**config.mk**
```make
export PLATFORM = sky130hd
export DESIGN_NAME = tlb_parity_guard
export DESIGN_NICKNAME = d
export VERILOG_FILES = /design/src/rtl/tlb_parity_guard.sv
export SDC_FILE = /design/constraint.sdc
export NUM_CORES = 1
export LEC_CHECK = 0
export BUFFER_PORTS_ARGS = -buffer_cell sky130_fd_sc_hd__buf_4
export CAP_MARGIN = 20
export CORE_ASPECT_RATIO = 1.25
export CORE_MARGIN = 1.5
export CORE_UTILIZATION = 55
export CTS_BUF_LIST = sky130_fd_sc_hd__clkbuf_16
export DETAILED_ROUTE_END_ITERATION = 8
export PLACE_DENSITY = 0.7
export SYNTH_ARGS = -nofsm -noshare
export SYNTH_HDL_FRONTEND = slang
export SYNTH_SLANG_ARGS = --single-unit
```
**constraint.sdc**
```tcl
create_clock -name clk -period 5.7 [get_ports clk]
set_clock_uncertainty 0.15 [all_clocks]
set_input_delay 0.285 -clock clk [delete_from_list [all_inputs] [get_ports clk]]
set_output_delay 0.285 -clock clk [all_outputs]
set_load 0.01 [all_outputs]
```
**src/rtl/tlb_parity_guard.sv**
```systemverilog
module tlb_parity_guard #(
  parameter int ENTRIES = 8,
  parameter int VPN_W   = 20,
  parameter int PPN_W   = 16,
  parameter int IDX_W   = $clog2(ENTRIES)
) (
  input  logic             clk,
  input  logic             rst_n,
  input  logic             wr_en,
  input  logic             wr_at_idx,
  input  logic [IDX_W-1:0] wr_idx,
  input  logic [VPN_W-1:0] wr_vpn,
  input  logic [PPN_W-1:0] wr_ppn,
  input  logic             wr_lock,
  input  logic             wr_bad_tag_par,
  input  logic             wr_bad_data_par,
  input  logic             lk_valid,
  input  logic             lk_is_data,
  input  logic [VPN_W-1:0] lk_vpn,
  input  logic             ifs_clr,
  input  logic             dfs_clr,
  output logic             rsp_valid,
  output logic             rsp_hit,
  output logic [PPN_W-1:0] rsp_ppn,
  output logic             inst_acc_err,
  output logic             data_acc_err,
  output logic             ifs_err,
  output logic             ifs_ovf,
  output logic [IDX_W-1:0] ifs_idx,
  output logic             dfs_err,
  output logic             dfs_ovf,
  output logic [IDX_W-1:0] dfs_idx
);

  logic [ENTRIES-1:0] e_valid, e_lock, e_tpar, e_dpar;
  logic [VPN_W-1:0]   e_vpn [ENTRIES];
  logic [PPN_W-1:0]   e_ppn [ENTRIES];
  logic [IDX_W-1:0]   rp;

  logic [ENTRIES-1:0] match;
  logic               hit_any;
  logic [IDX_W-1:0]   hit_idx;
  logic [PPN_W-1:0]   sel_ppn;
  logic               data_ok;

  for (genvar i = 0; i < ENTRIES; i++) begin : g_cmp
    assign match[i] = e_valid[i] && ((^e_vpn[i]) == e_tpar[i]) && (e_vpn[i] == lk_vpn);
  end

  always_comb begin
    hit_any = 1'b0;
    hit_idx = '0;
    for (int i = ENTRIES - 1; i >= 0; i--) begin
      if (match[i]) begin
        hit_any = 1'b1;
        hit_idx = IDX_W'(i);
      end
    end
  end

  assign sel_ppn = e_ppn[hit_idx];
  assign data_ok = (^sel_ppn) == e_dpar[hit_idx];

  wire good_hit = lk_valid && hit_any && data_ok;
  wire i_fault  = lk_valid && hit_any && !data_ok && !lk_is_data;
  wire d_fault  = lk_valid && hit_any && !data_ok && lk_is_data;

  logic             vic_found;
  logic [IDX_W-1:0] vic_idx;

  always_comb begin
    vic_found = 1'b0;
    vic_idx   = rp;
    for (int k = ENTRIES - 1; k >= 0; k--) begin
      if (!e_lock[(int'(rp) + k) % ENTRIES]) begin
        vic_found = 1'b1;
        vic_idx   = IDX_W'((int'(rp) + k) % ENTRIES);
      end
    end
  end

  wire             implicit_wr = wr_en && !wr_at_idx && vic_found;
  wire             do_wr       = (wr_en && wr_at_idx) || implicit_wr;
  wire [IDX_W-1:0] tgt         = wr_at_idx ? wr_idx : vic_idx;

  always_ff @(posedge clk) begin
    if (!rst_n) begin
      e_valid <= '0;
      e_lock  <= '0;
      e_tpar  <= '0;
      e_dpar  <= '0;
      rp      <= '0;
      for (int i = 0; i < ENTRIES; i++) begin
        e_vpn[i] <= '0;
        e_ppn[i] <= '0;
      end
    end else begin
      if (do_wr) begin
        e_valid[tgt] <= 1'b1;
        e_lock[tgt]  <= wr_lock;
        e_vpn[tgt]   <= wr_vpn;
        e_ppn[tgt]   <= wr_ppn;
        e_tpar[tgt]  <= (^wr_vpn) ^ wr_bad_tag_par;
        e_dpar[tgt]  <= (^wr_ppn) ^ wr_bad_data_par;
      end
      if (implicit_wr) rp <= vic_idx + 1'b1;
    end
  end

  always_ff @(posedge clk) begin
    if (!rst_n) begin
      rsp_valid    <= 1'b0;
      rsp_hit      <= 1'b0;
      rsp_ppn      <= '0;
      inst_acc_err <= 1'b0;
      data_acc_err <= 1'b0;
    end else begin
      rsp_valid    <= lk_valid;
      rsp_hit      <= good_hit;
      rsp_ppn      <= good_hit ? sel_ppn : '0;
      inst_acc_err <= i_fault;
      data_acc_err <= d_fault;
    end
  end

  always_ff @(posedge clk) begin
    if (!rst_n) begin
      ifs_err <= 1'b0;
      ifs_ovf <= 1'b0;
      ifs_idx <= '0;
    end else begin
      if (ifs_clr) begin
        ifs_err <= 1'b0;
        ifs_ovf <= 1'b0;
        ifs_idx <= '0;
      end
      if (i_fault) begin
        if (ifs_clr || !ifs_err) begin
          ifs_err <= 1'b1;
          ifs_idx <= hit_idx;
          ifs_ovf <= 1'b0;
        end else begin
          ifs_ovf <= 1'b1;
        end
      end
    end
  end

  always_ff @(posedge clk) begin
    if (!rst_n) begin
      dfs_err <= 1'b0;
      dfs_ovf <= 1'b0;
      dfs_idx <= '0;
    end else begin
      if (dfs_clr) begin
        dfs_err <= 1'b0;
        dfs_ovf <= 1'b0;
        dfs_idx <= '0;
      end
      if (d_fault) begin
        if (dfs_clr || !dfs_err) begin
          dfs_err <= 1'b1;
          dfs_idx <= hit_idx;
          dfs_ovf <= 1'b0;
        end else begin
          dfs_ovf <= 1'b1;
        end
      end
    end
  end

endmodule


```
# [Word level (Yosys, flattened, before mapping)]
# Memory sizes are Yosys's and may differ from the RTL's.
# Index checks and enable logic that the tools add are counted.
[classes] bitwise_logic=10 n_eq_ne=17 n_reduce_logical=56 add_sub_neg=8 n_lt_le_gt_ge=11 n_mux=91
[op_table] op="$reduce_xor 20->1" n=9
[op_table] op="$eq 20x20->1" n=8
[op_table] op="$mux 3" n=25
[op_table] op="$mux 1" n=51
[op_table] op="$lt 4x5->1 const B" n=7
[op_table] op="$reduce_xor 16->1" n=2
[op_table] op="$bmux 1 s3" n=9
[op_table] op="$logic_and 1x1->1" n=25
[op_table] op="$bwmux 8" n=3
[op_table] op="$reduce_or 3->1" n=7
[op_table] op="$mux 20" n=1
[op_table] op="$reduce_or 20->1" n=1
[op_table] op="$mux 16" n=1
[op_table] op="$reduce_or 16->1" n=1
[op_table] op="$add 3x3->3 const B" n=4
[op_table] op="$lt 3x4->1 const B" n=3
[op_table] op="$eq 1x1->1" n=9
[op_table] op="$or 8x8->8" n=1
[op_table] op="$and 1x1->1 const A" n=7
[op_table] op="$add 3x1->3 const B" n=2
[op_table] op="$add 3x2->3 const B" n=2
[op_table] op="$logic_not 1->1" n=5
[op_table] op="$reduce_bool 2->1" n=2
[op_table] op="$demux 1 s3" n=1
[op_table] op="other kinds (4)" n=7
[totals] ram_bits=288 input_bits=70 out_inout_bits=30 register_bits=65 memories=2
[memory_table] name="e_vpn" depth=8 width=20 rd=8 rd_ports_with_merged_regs=0 wr=8 line_no="36" source="logic [VPN_W-1:0] e_vpn [ENTRIES];"
[memory_table] name="e_ppn" depth=8 width=16 rd=1 rd_ports_with_merged_regs=0 wr=8 line_no="37" source="logic [PPN_W-1:0] e_ppn [ENTRIES];"

# [Longest topological paths before layout]
[logic_depth] ltp_word=21 depth_mapped=20

# [Worst setup path before layout]
# OpenSTA, ideal clock, no wires.
[synth_timing] path_type="flip-flop to flip-flop" from="mem e_vpn[5][17]" to="reg rsp_ppn[14]" path_buffers=0 setup_slack_ps=608 stages_incl_launch_ff=16 required_time_ps=5447 period_less_slack_ps=5092 setup_time_ps=103 t_arrival_ps=4839 cell_sequence="edfxtp_1 -> xnor3_1 -> xnor3_1 -> xnor3_1 -> xnor2_1 -> nor4_4 -> a31oi_1 -> nor2_1 -> a221oi_1 -> o21a_1 -> a221oi_1 -> xnor3_1 -> xnor3_1 -> xor2_2 -> or3b_4 -> a2111oi_2"
[synth_rtl] item="from (decl)" line_no="36"
[synth_rtl] item="to (signal assigned)" line_no="120" source="rsp_ppn <= good_hit ? sel_ppn : '0;"
[synth_rtl] item="to (decl)" line_no="24" source="output logic [PPN_W-1:0] rsp_ppn,"

==> run_results.csv <==
group,metric,value,unit
global_route,grt_pass1_vias,13800,
finish,final_cell_mix,"edfxtp_1 (288), and2_1 (229), buf_4 (188)",
worst_hold_path,min_path_type,"in -> reg",
clock_network,clk_latency,550,ps
timing,worst_pin_slew,896,ps
synthesis,synth_cell_type_count,80,
detailed_routing,drc,0,
die,rows,77,
worst_setup_path,crit_arrival,5850,ps
timing,slew_headroom,40.2,%
timing,slew_violations,0,
finish,fill_cells,2715,
timing,fin_crit_sh,97.1,%
die,die-area,36700,µm²
die,dieWidth,172,µm
clock_network,htree_levels,2,
synthesis,synth_edf_count,288,
detailed_routing,via_count,14100,
synthesis,synthesis.area,19600,µm²
detailed_routing,wl_per_cell,26.3,µm
global_route,grt_first_pass_wirelength,88.3,mm
die,die_h,214,µm
die,boundaryPins,100,
clock_network,cts_num_sinks,353,
global_route,antenna_found_initial,1,
global_route,grt_max_degree,53,
clock_network,cts_tree,"yes",
timing,fmax,181,MHz
worst_setup_path,crit_required,6020,ps
clock_network,clk_path_buf_depth,3,
placement,gp_congestion,0.949,
global_route,grt_usage,33.7,%
detailed_routing,antenna_left,0,
synthesis,synth-seq-cells,353,
detailed_routing,drt_pass1_iterations,5,
synthesis,synth_fp_nets,1714,
finish,nets,1888,
timing,min_period,5530,ps
clock_network,path_clk_slew,60,ps
synthesis,avgSynthCellArea,11.9,µm²
clock_network,postCtsSetupBuffers,0,
power,p_leak,9.14,nW
finish,synthToLayoutAreaGrowth,17.3,%
synthesis,syn_inst,1641,
timing,timing.hold.ws,53.3,ps
timing,finalHoldViolCount,0,
clock_network,cts_buffers,37,
clock_network,clockRootBuffer,"clkbuf_16",
die,start_util,55.6,%
worst_setup_path,worst-setup-path-type,"reg -> reg",
power,power.density,290,nW/µm²
global_route,gr-total-overflow,0,
synthesis,ys_seq_area_share,50.9,%
worst_setup_path,cp-start-kind,"register",
synthesis,yosys_warnings,0,
worst_setup_path,end_kind,"register",
worst_hold_path,hold_depth,2,
die,core,35200,µm²
synthesis,synthArstFlopShare,0,%
detailed_routing,drt_iter0_markers,1291,
finish,layout-drive-gt1-share,16.9,%
worst_setup_path,r2r_cells,17,
timing,setup_violations,0,
status,status,"finished clean",
synthesis,ys.flop_type,"edfxtp_1",
job,maxCapViolations,0,
finish,mostFrequentLayoutCell,"edfxtp_1",
power,p_total,6.65,mW
worst_setup_path,cp_max_fo,9,
placement,io_buffers,99,
power,vdd_drop_max,0.307,mV
detailed_routing,via_per_inst,6.07,
placement,dp_hpwl,40.6,mm
detailed_routing,wirelength,61.1,mm
power breakdown:
group          switching, mW  internal [mW]
combinational          0.772          0.604
sequential            0.0859           2.92
clock                  0.999           1.27
Yosys cell counts, types with 24 or more instances:
library cell | number | area, µm²
and2_1 | 229 | 1430
edfxtp_1 | 288 | 8650
a21oi_1 | 24 | 120
mux2i_1 | 45 | 450
dfxtp_1 | 65 | 1300
nor2_1 | 44 | 165
xnor2_1 | 165 | 1450
o21ai_0 | 26 | 130
clkbuf_1 | 66 | 248
and3_1 | 81 | 507
nor4_1 | 44 | 275
xor2_1 | 152 | 1330
xnor3_1 | 29 | 653
nand2_1 | 36 | 135
inv_1 | 30 | 113
sequential cells by signal, summed over array words and instances, names as in the netlist, 8 cells and up:
register  count
e_lock        8
e_valid       8
e_ppn       128
rsp_ppn      16
e_dpar        8
e_vpn       160
e_tpar        8
worst max-delay path: stages, from the launching register on:
cell      delay, ps
edfxtp_1        440
xor2_1          200
or4_1           570
or4_4           580
or4_1           520
and4_1          250
a311oi_1        240
o31ai_1         140
nor4b_2         350
buf_4           180
a21oi_2          50
xor2_1          140
xnor3_1         420
xnor3_2         290
xor2_2          170
or3b_4          470
buf_12          160
nor2_1          130
final cells by class:
class | count | area [µm²] | area share [%]
Tap cell | 474 | 593 | 2.58
Multi-Input combinational cell | 1173 | 9340 | 40.7
Clock inverter | 30 | 185 | 0.807
Timing Repair Buffer | 220 | 1830 | 7.99
Sequential cell | 353 | 9950 | 43.4
Clock buffer | 37 | 926 | 4.04
Inverter | 30 | 113 | 0.491
Antenna cell | 2 | 5.00 | 0.0218
per-stage QoR:
stage                     worst slack (ps)  instance area (µm²)  cells  util [%]  TNS (ps)
after global routing                 -4.60                22900   2317      65.2     -4.60
after detailed placement             -62.8                21500   2229      61.0      -501
after global placement               -4.92                21500   2229      61.0     -7.48
after CTS                             34.1                22800   2317      64.8         0
final                                  168                22900   2319      65.3         0
after floorplan                        608                19600   1641         -         0
kinds of logic after synthesis:
group           synth area share, %
simple gates                   17.9
buf+inv                        2.37
compound gates                 7.00
flops                          50.9
mux                            3.97
fa+ha+maj                     0.192
xor+xnor                       17.7
what timing repair did:
item,CTS,global route
endpoints found under the hold margin,132,0
pin swaps,1,6
gates resized for setup,1,31
gates cloned,0,0
endpoints found under the setup margin,15,24
hold buffers,21,0
metal layers:
layer	share of wire (%)	GRT usage, %	wire [µm]	up-vias
met5	0	0	0	-
met4	5.9	19.9	3620	0
met3	6.6	4.60	4040	184
met2	49	56.9	29900	642
met1	39	41.3	23600	6901
li1	-	-	-	6343
final timing paths:
| path | slack (ps) | endpoint | startpoint |
|---|---|---|---|
| worst max-delay path | 170 | rsp_ppn[5] | e_vpn[7][8] |
| worst min-delay path | 50 | e_vpn[3][7] | wr_vpn[7] |
| worst max register to register | 170 | rsp_ppn[5] | e_vpn[7][8] |
| worst min register to register | 310 | e_valid[6] | e_valid[6] |
Power figures use the tool's default switching activity.
